`src/rtl/us_timer_pkg.sv`:
```
package us_timer_pkg;
  localparam int unsigned REG_CTRL  = 0;
  localparam int unsigned REG_CFG   = 1;
  localparam int unsigned REG_MODE  = 2;
  localparam int unsigned REG_LOAD  = 3;
  localparam int unsigned REG_MATCH = 4;
  localparam int unsigned REG_PRESC = 5;
  localparam int unsigned REG_VALUE = 6;
  localparam int unsigned REG_IMASK = 7;
  localparam int unsigned REG_RAW   = 8;
  localparam int unsigned REG_MIS   = 9;
  localparam int unsigned REG_CLEAR = 10;

  localparam logic [2:0] CFG_WIDE      = 3'd4;
  localparam logic [1:0] MODE_ONESHOT  = 2'd1;
  localparam logic [1:0] MODE_PERIODIC = 2'd2;

  localparam int unsigned CTRL_RUN_BIT  = 0;
  localparam int unsigned CTRL_SUB_BIT  = 8;
  localparam int unsigned MODE_UP_BIT   = 4;
  localparam int unsigned MODE_MTEN_BIT = 5;
  localparam int unsigned ST_TO_BIT     = 0;
  localparam int unsigned ST_MT_BIT     = 4;

  // internal event vector: [0] timeout, [1] match
  localparam int unsigned EV_N  = 2;
  localparam int unsigned EV_TO = 0;
  localparam int unsigned EV_MT = 1;
  typedef logic [EV_N-1:0] ev_vec_t;
endpackage

```
`src/rtl/us_prescaler.sv`:
```
module us_prescaler #(
  parameter int unsigned W = 16
) (
  input  logic         clk_i,
  input  logic         rst_ni,
  input  logic         run_i,
  input  logic         restart_i,
  input  logic [W-1:0] div_i,
  output logic         tick_o
);
  logic [W-1:0] cnt_q;
  logic         last;

  // div of 0 or 1 gives a tick each cycle
  always_comb last = ({1'b0, cnt_q} + (W+1)'(1)) >= {1'b0, div_i};

  assign tick_o = run_i & ~restart_i & last;

  always_ff @(posedge clk_i or negedge rst_ni) begin
    if (!rst_ni)                  cnt_q <= '0;
    else if (restart_i || !run_i) cnt_q <= '0;
    else if (last)                cnt_q <= '0;
    else                          cnt_q <= cnt_q + W'(1);
  end

  AST_PRE_GAP: assert property (@(posedge clk_i) disable iff (!rst_ni)
    (tick_o && div_i > W'(1) && $stable(div_i)) |=> !tick_o);
  AST_PRE_RESTART: assert property (@(posedge clk_i) disable iff (!rst_ni)
    (restart_i && div_i > W'(1)) |=> !tick_o);
endmodule

```
`src/rtl/us_count_core.sv`:
```
module us_count_core #(
  parameter int unsigned W = 32
) (
  input  logic         clk_i,
  input  logic         rst_ni,
  input  logic         start_i,
  input  logic         tick_i,
  input  logic         up_i,
  input  logic         oneshot_i,
  input  logic         match_en_i,
  input  logic [W-1:0] load_i,
  input  logic [W-1:0] match_val_i,
  output logic [W-1:0] count_o,
  output logic         timeout_o,
  output logic         match_o,
  output logic         stop_o
);
  logic [W-1:0] count_q, nxt;
  logic         term;

  always_comb term = up_i ? (count_q == load_i) : (count_q == '0);

  always_comb begin
    nxt       = count_q;
    timeout_o = 1'b0;
    stop_o    = 1'b0;
    if (tick_i) begin
      if (term) begin
        timeout_o = 1'b1;
        if (oneshot_i) stop_o = 1'b1;
        else           nxt    = up_i ? '0 : load_i;
      end else begin
        nxt = up_i ? count_q + W'(1) : count_q - W'(1);
      end
    end
  end

  assign match_o = tick_i & match_en_i & (nxt == match_val_i);
  assign count_o = count_q;

  always_ff @(posedge clk_i or negedge rst_ni) begin
    if (!rst_ni)      count_q <= '0;
    else if (start_i) count_q <= up_i ? '0 : load_i;
    else              count_q <= nxt;
  end

  AST_DOWN_STEP: assert property (@(posedge clk_i) disable iff (!rst_ni)
    (tick_i && !start_i && !up_i && count_q != '0) |=> count_q == $past(count_q) - W'(1));
  AST_DOWN_RELOAD: assert property (@(posedge clk_i) disable iff (!rst_ni)
    (tick_i && !start_i && !up_i && !oneshot_i && count_q == '0) |=> count_q == $past(load_i));
  AST_HOLD_IDLE: assert property (@(posedge clk_i) disable iff (!rst_ni)
    (!tick_i && !start_i) |=> $stable(count_q));
  AST_ONESHOT_HOLD: assert property (@(posedge clk_i) disable iff (!rst_ni)
    (stop_o && !start_i) |=> $stable(count_q));
endmodule

```
`src/rtl/us_event_status.sv`:
```
module us_event_status
  import us_timer_pkg::*;
(
  input  logic    clk_i,
  input  logic    rst_ni,
  input  ev_vec_t set_i,
  input  logic    clr_wr_i,
  input  ev_vec_t clr_val_i,
  input  ev_vec_t mask_i,
  output ev_vec_t raw_o,
  output ev_vec_t mis_o,
  output logic    irq_o
);
  ev_vec_t raw_q, clr_eff;

  always_comb clr_eff = clr_wr_i ? clr_val_i : '0;

  // set wins over clear
  always_ff @(posedge clk_i or negedge rst_ni) begin
    if (!rst_ni) raw_q <= '0;
    else         raw_q <= (raw_q & ~clr_eff) | set_i;
  end

  assign raw_o = raw_q;
  assign mis_o = raw_q & mask_i;
  assign irq_o = |mis_o;

  AST_SET_WINS: assert property (@(posedge clk_i) disable iff (!rst_ni)
    set_i[EV_TO] |=> raw_q[EV_TO]);
  AST_STICKY: assert property (@(posedge clk_i) disable iff (!rst_ni)
    (raw_q[EV_MT] && !(clr_wr_i && clr_val_i[EV_MT])) |=> raw_q[EV_MT]);
  AST_CLR_TAKES: assert property (@(posedge clk_i) disable iff (!rst_ni)
    (clr_wr_i && clr_val_i[EV_TO] && !set_i[EV_TO]) |=> !raw_q[EV_TO]);
endmodule

```
`src/rtl/us_event_timer.sv`:
```
module us_event_timer
  import us_timer_pkg::*;
#(
  parameter int unsigned DATA_W  = 32,
  parameter int unsigned ADDR_W  = 4,
  parameter int unsigned PRESC_W = 16
) (
  input  logic              clk_i,
  input  logic              rst_ni,
  input  logic [ADDR_W-1:0] addr_i,
  input  logic              wr_en_i,
  input  logic [DATA_W-1:0] wr_data_i,
  output logic [DATA_W-1:0] rd_data_o,
  output logic              irq_o
);
  logic               run_q, sub_q, up_q, mten_q;
  logic [2:0]         cfg_q;
  logic [1:0]         mfld_q;
  logic [DATA_W-1:0]  load_q, match_q, count_w;
  logic [PRESC_W-1:0] presc_q;
  ev_vec_t            imask_q, raw_w, mis_w, set_w, clr_val;
  logic               wr_ctrl, wr_clear, start, active, tick, stop, to_ev, mt_ev;

  always_comb begin
    wr_ctrl  = wr_en_i && (addr_i == ADDR_W'(REG_CTRL));
    wr_clear = wr_en_i && (addr_i == ADDR_W'(REG_CLEAR));
    start    = wr_ctrl && wr_data_i[CTRL_RUN_BIT] && !run_q;
    active   = run_q && (cfg_q == CFG_WIDE) &&
               (mfld_q == MODE_PERIODIC || mfld_q == MODE_ONESHOT);
    clr_val  = '0;
    clr_val[EV_TO] = wr_data_i[ST_TO_BIT];
    clr_val[EV_MT] = wr_data_i[ST_MT_BIT];
    set_w    = '0;
    set_w[EV_TO] = to_ev;
    set_w[EV_MT] = mt_ev;
  end

  always_ff @(posedge clk_i or negedge rst_ni) begin
    if (!rst_ni) begin
      run_q <= 1'b0; sub_q <= 1'b0; cfg_q <= '0; mfld_q <= '0;
      up_q <= 1'b0; mten_q <= 1'b0; load_q <= '0; match_q <= '0;
      presc_q <= '0; imask_q <= '0;
    end else begin
      if (wr_ctrl) begin
        run_q <= wr_data_i[CTRL_RUN_BIT];
        sub_q <= wr_data_i[CTRL_SUB_BIT];
      end else if (stop) begin
        run_q <= 1'b0;
      end
      if (wr_en_i) begin
        case (32'(addr_i))
          REG_CFG:   cfg_q <= wr_data_i[2:0];
          REG_MODE:  begin
            mfld_q <= wr_data_i[1:0];
            up_q   <= wr_data_i[MODE_UP_BIT];
            mten_q <= wr_data_i[MODE_MTEN_BIT];
          end
          REG_LOAD:  load_q  <= wr_data_i;
          REG_MATCH: match_q <= wr_data_i;
          REG_PRESC: presc_q <= wr_data_i[PRESC_W-1:0];
          REG_IMASK: begin
            imask_q[EV_TO] <= wr_data_i[ST_TO_BIT];
            imask_q[EV_MT] <= wr_data_i[ST_MT_BIT];
          end
          default: ;
        endcase
      end
    end
  end

  us_prescaler #(.W(PRESC_W)) u_presc (
    .clk_i, .rst_ni, .run_i(active), .restart_i(start), .div_i(presc_q), .tick_o(tick)
  );

  us_count_core #(.W(DATA_W)) u_core (
    .clk_i, .rst_ni, .start_i(start), .tick_i(tick), .up_i(up_q),
    .oneshot_i(mfld_q == MODE_ONESHOT), .match_en_i(mten_q),
    .load_i(load_q), .match_val_i(match_q), .count_o(count_w),
    .timeout_o(to_ev), .match_o(mt_ev), .stop_o(stop)
  );

  us_event_status u_stat (
    .clk_i, .rst_ni, .set_i(set_w), .clr_wr_i(wr_clear), .clr_val_i(clr_val),
    .mask_i(imask_q), .raw_o(raw_w), .mis_o(mis_w), .irq_o(irq_o)
  );

  always_comb begin
    rd_data_o = '0;
    case (32'(addr_i))
      REG_CTRL: begin
        rd_data_o[CTRL_RUN_BIT] = run_q;
        rd_data_o[CTRL_SUB_BIT] = sub_q;
      end
      REG_CFG:   rd_data_o = DATA_W'(cfg_q);
      REG_MODE:  begin
        rd_data_o[1:0]           = mfld_q;
        rd_data_o[MODE_UP_BIT]   = up_q;
        rd_data_o[MODE_MTEN_BIT] = mten_q;
      end
      REG_LOAD:  rd_data_o = load_q;
      REG_MATCH: rd_data_o = match_q;
      REG_PRESC: rd_data_o = DATA_W'(presc_q);
      REG_VALUE: rd_data_o = count_w;
      REG_IMASK: begin
        rd_data_o[ST_TO_BIT] = imask_q[EV_TO];
        rd_data_o[ST_MT_BIT] = imask_q[EV_MT];
      end
      REG_RAW: begin
        rd_data_o[ST_TO_BIT] = raw_w[EV_TO];
        rd_data_o[ST_MT_BIT] = raw_w[EV_MT];
      end
      REG_MIS: begin
        rd_data_o[ST_TO_BIT] = mis_w[EV_TO];
        rd_data_o[ST_MT_BIT] = mis_w[EV_MT];
      end
      default: ;
    endcase
  end

  AST_ONESHOT_HALT: assert property (@(posedge clk_i) disable iff (!rst_ni)
    (stop && !wr_ctrl) |=> !run_q);
  AST_CFG_GATE: assert property (@(posedge clk_i) disable iff (!rst_ni)
    (cfg_q != CFG_WIDE && !start) |=> $stable(count_w));
  AST_IRQ_DROP: assert property (@(posedge clk_i) disable iff (!rst_ni)
    (wr_clear && wr_data_i[ST_TO_BIT] && wr_data_i[ST_MT_BIT] && !to_ev && !mt_ev) |=> !irq_o);
  AST_NO_MATCH_OFF: assert property (@(posedge clk_i) disable iff (!rst_ni)
    (!mten_q && !wr_clear && !raw_w[EV_MT]) |=> !raw_w[EV_MT]);
endmodule

```
`config.mk`:
```
export PLATFORM = sky130hd
export DESIGN_NAME = us_event_timer
export DESIGN_NICKNAME = d
export VERILOG_FILES = /design/src/rtl/us_timer_pkg.sv /design/src/rtl/us_prescaler.sv /design/src/rtl/us_count_core.sv /design/src/rtl/us_event_status.sv /design/src/rtl/us_event_timer.sv
export SDC_FILE = /design/constraint.sdc
export NUM_CORES = 1
export LEC_CHECK = 0
export CELL_PAD_IN_SITES_DETAIL_PLACEMENT = 2
export CELL_PAD_IN_SITES_GLOBAL_PLACEMENT = 2
export CORE_MARGIN = 2
export CORE_UTILIZATION = 34
export CTS_CLUSTER_DIAMETER = 120
export DETAILED_ROUTE_END_ITERATION = 7
export PLACE_DENSITY_LB_ADDON = 0.25
export SYNTH_ARGS = -nofsm -noshare
export SYNTH_HDL_FRONTEND = slang
export SYNTH_SLANG_ARGS = --single-unit
```
`constraint.sdc`:
```
create_clock -name clk_i -period 5.1 [get_ports clk_i]
set_input_delay 1.53 -clock clk_i [delete_from_list [all_inputs] [get_ports clk_i]]
set_output_delay 1.53 -clock clk_i [all_outputs]
set_load 0.03 [all_outputs]
```
==> impl_results.md, run 1 <==
* Tmin final at 5.04 ns
* Vias in the first global route at 11200
* WS Path Type: in -> out
* Synth Instances at 1223
* Initial antenna violation count at 1
* Worst vdd ir at 0.258 mV
* Critical Path Max Stage Delay at 0.60 ns
* Status: finished clean
* Overall Power at 0.00590 W
* Drt wl/cell at 26.3 µm
* GRT overflow at 0
* Syn. warnings at 0
* Critical Path RT at 3.57 ns
* Htree depth at 4
* Clk slew on worst S/H paths at 0.06 ns
* Largest net degree at the start of global routing at 94
* Core Util, Final at 0.406
* Drt pass-1 iters at 5
* Total track usage at 0.277
* PortBufs at 71
* Share of cells above drive strength 1 at 0.180
* Max-slew violations at 0
* Fin crit share at 0.988
* F_max at 198 MHz
* Number of synthesized flops with an enable pin at 0
* Antenna viol nets, final at 0
* Setup violators final at 0
* Hpwl dp at 34900 µm
* Dominant cells by area after synthesis: dfrtp_1, mux2_2, ha_1, xnor2_1, nand2_1
* Crit end category: output pin
* Drt first-iter violations at 697
* Leak Pwr at 5.48 nW
* CP startpoint kind: input port
* CP top delay family: buffers and inverters
* RePlAce Congestion at 0.919
* Dominant synthesized flop cell: dfrtp_1
* Placed Area at 0.0121 mm²
* Hold Path Class: reg -> reg
* Synth cell types at 82
* Global-route wire length before repair at 69600 µm
* Num CTS Buffers at 17
* Commonest non-fill, non-tap cells in the layout: dfrtp_1, nand2_1, a21oi_1
* Critical path's slowest cell: a222oi_1
* Seq/Total Area, Yosys at 0.328
* Number of antenna diodes at 0
* Worst-Skew Late Latency at 0.45 ns
* Post-route cell area at 0.0127 mm²
* Post-synth net total at 1311
* Post-Syn Area at 0.0108 mm²
* Number of synthesized register bits at 141
* TritonCTS Sinks at 141
* Final hold vios at 0
* Total die area at 0.0331 mm²
* Root buffer cell: clkbuf_16
* Worst Path Buf+Inv at 4
* CTS tree: built
* Clock Skew at 0.0280 ns
* Final nets at 1384
* DRC viols at 0
* Post-synth top area share at 0.328
* Die X at 182 µm
* Vias at 10400
* Starting density of the core at 0.343
* RSZ-0062 raised after global routing: false
* Core Rows at 65
* Crit Path Max Fanout at 16
* Via/cell ratio at 6.06
* Max clock buf depth at 2
* Leading area contributor after synthesis: dfrtp_1
* Arr. time, crit path at 3.51 ns
* Die Y at 182 µm
* Critical path, cell by cell: clkdlybuf4s50_1, nand2b_1, nor2_2, buf_4, a222oi_1, inv_1, buf_4
* Fillers at 3409
* Area of the core at 0.0313 mm²
* WL final at 44900 µm
* Most used cell, CP: buf_4
* I/O pin count at 72
* Relative slew slack at 0.327
* Syn Area/Cell at 8.79 µm²
* Max Cap Violations at 0
* PD cells at 464 mW/mm²
* Post-synth ARST share at 1.00
* Worst slew pin tran at 1.01 ns
* Layout Area Growth over Synthesis at 18.2%
* Setup_tns at 0 ns
* Most common cell after layout, fill and taps aside: dfrtp_1
-- registers in the layout (all words and copies together) (netlist names) --
| signal | count |
|---|---|
| load_q | 32 |
| match_q | 32 |
| u_core.count_o | 32 |
| presc_q | 16 |
| u_presc.cnt_q | 16 |
| cfg_q | 3 |
| imask_q | 2 |
| mfld_q | 2 |
| u_stat.raw_o | 2 |
| mten_q | 1 |
| run_q | 1 |
| sub_q | 1 |
| up_q | 1 |
-- path summary, 6_finish.rpt --
check	start	end	slack, ns	cells after the start
max	addr_i[1]	rd_data_o[25]	0.06	7
min	presc_q[4]	presc_q[4]	0.54	1
max reg2reg	u_presc.cnt_q[2]	u_stat.raw_o[1]	0.40	18
min reg2reg	presc_q[4]	presc_q[4]	0.54	1
max in group asynchronous	rst_ni	u_core.count_o[0]	3.05	2
min in group asynchronous	rst_ni	u_core.count_o[11]	1.18	1
-- layout make-up --
| cell class | instances | area [µm²] | share of cell area |
|---|---|---|---|
| Clock buffer | 19 | 453 | 0.0356 |
| Tap cell | 402 | 503 | 0.0396 |
| Timing Repair Buffer | 122 | 1140 | 0.0897 |
| Multi-Input combinational cell | 964 | 6790 | 0.534 |
| Sequential cell | 141 | 3530 | 0.278 |
| Clock inverter | 13 | 104 | 0.00817 |
| Inverter | 50 | 188 | 0.0148 |
-- worst reg2reg max path, cell delays in order (launching register included) --
cell	delay, ns
dfrtp_1	0.40
and2_1	0.24
nand4_1	0.21
nor2_2	0.29
nand3_1	0.14
xnor2_1	0.16
ha_1	0.31
nand4_1	0.12
nor2_1	0.21
o211ai_1	0.15
a31oi_1	0.16
buf_4	0.18
o21a_1	0.41
o21a_1	0.24
or3b_1	0.13
o211ai_1	0.08
or4b_1	0.50
or4b_1	0.52
o31ai_2	0.21
-- cell usage after synthesis (all sizes together), types with 11 or more instances --
library cell,count
a31oi,11
mux2,89
o211ai,15
dfrtp,141
a222oi,18
o21ai,51
a21oi,93
a22oi,35
nand2,131
xnor2,65
clkbuf,47
inv,50
nor2,71
nor4,18
nor3,24
ha,48
and3,28
buf,21
xor2,22
a211oi,22
nand3,31
o22ai,15
nand4,28
-- repair_timing --
action	4_1_cts	5_1_grt
hold buffers	0	0
buffers inserted	0	0
resized for setup	0	4
setup endpoints to repair	0	1
-- routing by layer --
layer,global-route usage,routed length (µm),vias to the layer above,share of wire
met5,0,0,-,0
met4,0.0793,881,0,0.020
met3,0.0427,2310,52,0.051
met2,0.465,21600,289,0.48
met1,0.370,20200,5340,0.45
li1,-,-,4684,-
-- through the flow --
step / instances / setup slack [ns] / hold WS, ns
final: 1711 / 0.0621 / 0.542
after global routing: 1711 / 0.000391 / 0.554
after CTS: 1711 / 0.107 / 0.539
after detailed placement: 1679 / 0.102 / 0.517
after global placement: 1679 / 0.222 / 0.523
after floorplan: 1223 / 0.193 / 0.471
-- kinds of logic after synthesis --
logic type | Yosys count | synth area share
simple gates | 396 | 0.187
xor+xnor | 88 | 0.0736
flops | 141 | 0.328
buf+inv | 118 | 0.0441
compound gates | 335 | 0.209
mux | 96 | 0.100
fa+ha+maj | 49 | 0.0577
-- report_power, final --
group	switching (W)	leakage [nW]	total (W)	internal, W
combinational	0.00173	3.47	0.00288	0.00115
clock	0.000544	0.259	0.00120	0.000655
sequential	0.000472	1.75	0.00182	0.00135
No activity file was read; power rests on OpenSTA's default activity.
==> inputs of run 2 (changes only) <==
GPL_ROUTABILITY_DRIVEN = 0   (was not set)
==> run 2 against run 1 <==
  * Setup slack gained 0.081 ns
  * Cell count about the same
  * Wire length rose by 1.5%
  * Register-to-register slack about the same
  * Combinational power barely moved
  * Utilization grew 0.14 points
  * Clock power increased by 9%
  * Flip-flop and latch count did not move
  * Critical path type unchanged
==> impl_results.md, run 2 (same netlist as run 1, synthesis figures left out) <==
* Worst slew pin tran at 0.986 ns (-0.0199 ns)
* Crit Path Max Fanout at 16 (unchanged)
* GRT overflow at 0 (unchanged)
* Status: finished clean
* Critical path's slowest cell: clkdlybuf4s50_1
* Critical Path RT at 3.57 ns (about the same)
* Setup violators final at 0 (unchanged)
* Min-delay src: u_stat.raw_o[0]
* CP top delay family: buffers and inverters
* Crit end category: output pin
* Drt wl/cell at 26.7 µm (+1.5%)
* F_max at 202 MHz (+1.6%)
* CP startpoint kind: input port
* Relative slew slack at 0.340 (+0.0133)
* Share of cells above drive strength 1 at 0.177 (-0.00216)
* Max-slew violations at 0 (unchanged)
* I/O pin count at 72 (unchanged)
* Max Cap Violations at 0 (unchanged)
* CTS tree: built
* Die Y at 182 µm (unchanged)
* Global-route wire length before repair at 69800 µm (+0.24%)
* Reg2Reg Launch Point: u_presc.cnt_q[1]
* Worst Path Buf+Inv at 4 (unchanged)
* Vias in the first global route at 11300 (+1.3%)
* DRC viols at 0 (unchanged)
* Setup_tns at 0 ns (unchanged)
* Core Rows at 65 (unchanged)
* Final Instance Count excl. Fillers at 1710 (-0.058%)
* Worst vdd ir at 0.286 mV (+11%)
* Number of antenna diodes at 0 (unchanged)
* Leak Pwr at 5.50 nW (+0.52%)
* Clk slew on worst S/H paths at 0.06 ns (about the same)
* Hold path depth at 1 (unchanged)
* PD cells at 472 mW/mm² (+1.7%)
* PortBufs at 71 (unchanged)
* Htree depth at 4 (unchanged)
* Most used cell, CP: buf_4
* Min-Delay Endpoint: u_stat.raw_o[0]
* Drt first-iter violations at 902 (+29%)
* Critical path, cell by cell: clkdlybuf4s50_1, nand2b_1, nor2_2, buf_4, a222oi_1, inv_1, buf_4
* Critical Path Max Stage Delay at 0.59 ns (about the same)
* Max clock buf depth at 2 (unchanged)
* Layout Area Growth over Synthesis at 18.6%
* Antenna viol nets, final at 0 (unchanged)
* Arr. time, crit path at 3.43 ns (-0.08 ns)
* Largest net degree at the start of global routing at 80 (-15%)
* Hpwl dp at 35100 µm (+0.53%)
* TritonCTS Sinks at 141 (unchanged)
* Drt pass-1 iters at 8 (+3)
* RSZ-0062 raised after global routing: false
* Via/cell ratio at 6.11 (+0.82%)
* Die X at 182 µm (unchanged)
* Placed cell count at 1678 (-0.060%)
* Worst-Skew Late Latency at 0.46 ns (about the same)
* R2r setup slk at 0.40 ns (about the same)
* Fin crit share at 0.972 (-0.0159)
* Commonest non-fill, non-tap cells in the layout: dfrtp_1, nand2_1, a21oi_1
* Core Util, Final at 0.407 (+0.00144)
* Hold_ws at 0.526 ns (-0.0162 ns)
* Total die area at 0.0331 mm² (unchanged)
* Vias at 10400 (+0.76%)
* Area of the core at 0.0313 mm² (unchanged)
* Reg2reg path depth at 19 (+1)
* Initial antenna violation count at 0 (-1)
* Hold buffers post-CTS at 0 (unchanged)
* Tmin final at 4.96 ns (-0.0813 ns)
* WS Path Type: in -> out
* Root buffer cell: clkbuf_16
* Overall Power at 0.00602 W (+2.1%)
* Reg2reg end: u_stat.raw_o[1]
* Total track usage at 0.281 (+0.00384)
* WL final at 45600 µm (+1.5%)
* Final hold vios at 0 (unchanged)
* Num CTS Buffers at 17 (unchanged)
* Hold Path Class: reg -> reg
* Clock Skew at 0.0209 ns (-0.00716 ns)
* Starting density of the core at 0.343 (unchanged)
* Most common cell after layout, fill and taps aside: dfrtp_1
* Final nets at 1383 (-0.072%)
==> run 2: cell count changes in the layout (fill, tap and decap cells not counted), sizes merged <==
cell	change
bufinv	+2
buf	-1
clkinvlp	-2
==> run 2: metal layers <==
metal	part of all wire	vias to the layer above	GRT usage	wire length, µm
met5	0	-	0	0
met3	0.046	74	0.0423	2080
li1	-	4695	-	-
met1	0.45	5379	0.367	20400
met2	0.48	296	0.472	21800
met4	0.029	0	0.100	1320
==> run 2: worst max-delay path by stage <==
stage,startpoint,endpoint,slack (ns),depth (start not counted)
3_3_place_gp,addr_i[0],rd_data_o[25],0.20,7
3_5_place_dp,addr_i[0],u_stat.raw_o[1],0.10,14
4_1_cts,addr_i[1],rd_data_o[25],0.13,7
2_1_floorplan,up_q,u_stat.raw_o[1],0.19,17
5_1_grt,u_presc.cnt_q[1],u_stat.raw_o[1],0.009,20
6_report,addr_i[1],rd_data_o[21],0.14,7
==> run 2: final cells by class <==
class / instances / area (µm²)
clock buffer: 19 / 453
clock inverter: 13 / 153
fill: 3431 / 18600
inverter: 50 / 188
multi-input combinational: 964 / 6780
sequential: 141 / 3530
tap: 402 / 503
timing repair buffer: 121 / 1140
==> run 2: report_power, final <==
group,switching (W),internal (W)
clock,0.000558,0.000756
combinational,0.00174,0.00115
sequential,0.000477,0.00135
==> run 2: stage by stage <==
step | setup slack, ns | cell area (µm²)
after CTS | 0.134 | 12700
after global placement | 0.195 | 12100
after global routing | 0.00915 | 12800
after detailed placement | 0.105 | 12100
after floorplan | 0.193 | 10800
final | 0.143 | 12800
==> run 2: timing repair <==
item	CTS	global route
endpoints found under the hold margin	0	0
buffers inserted	0	0
setup endpoints to repair	0	1
gates resized for setup	0	2
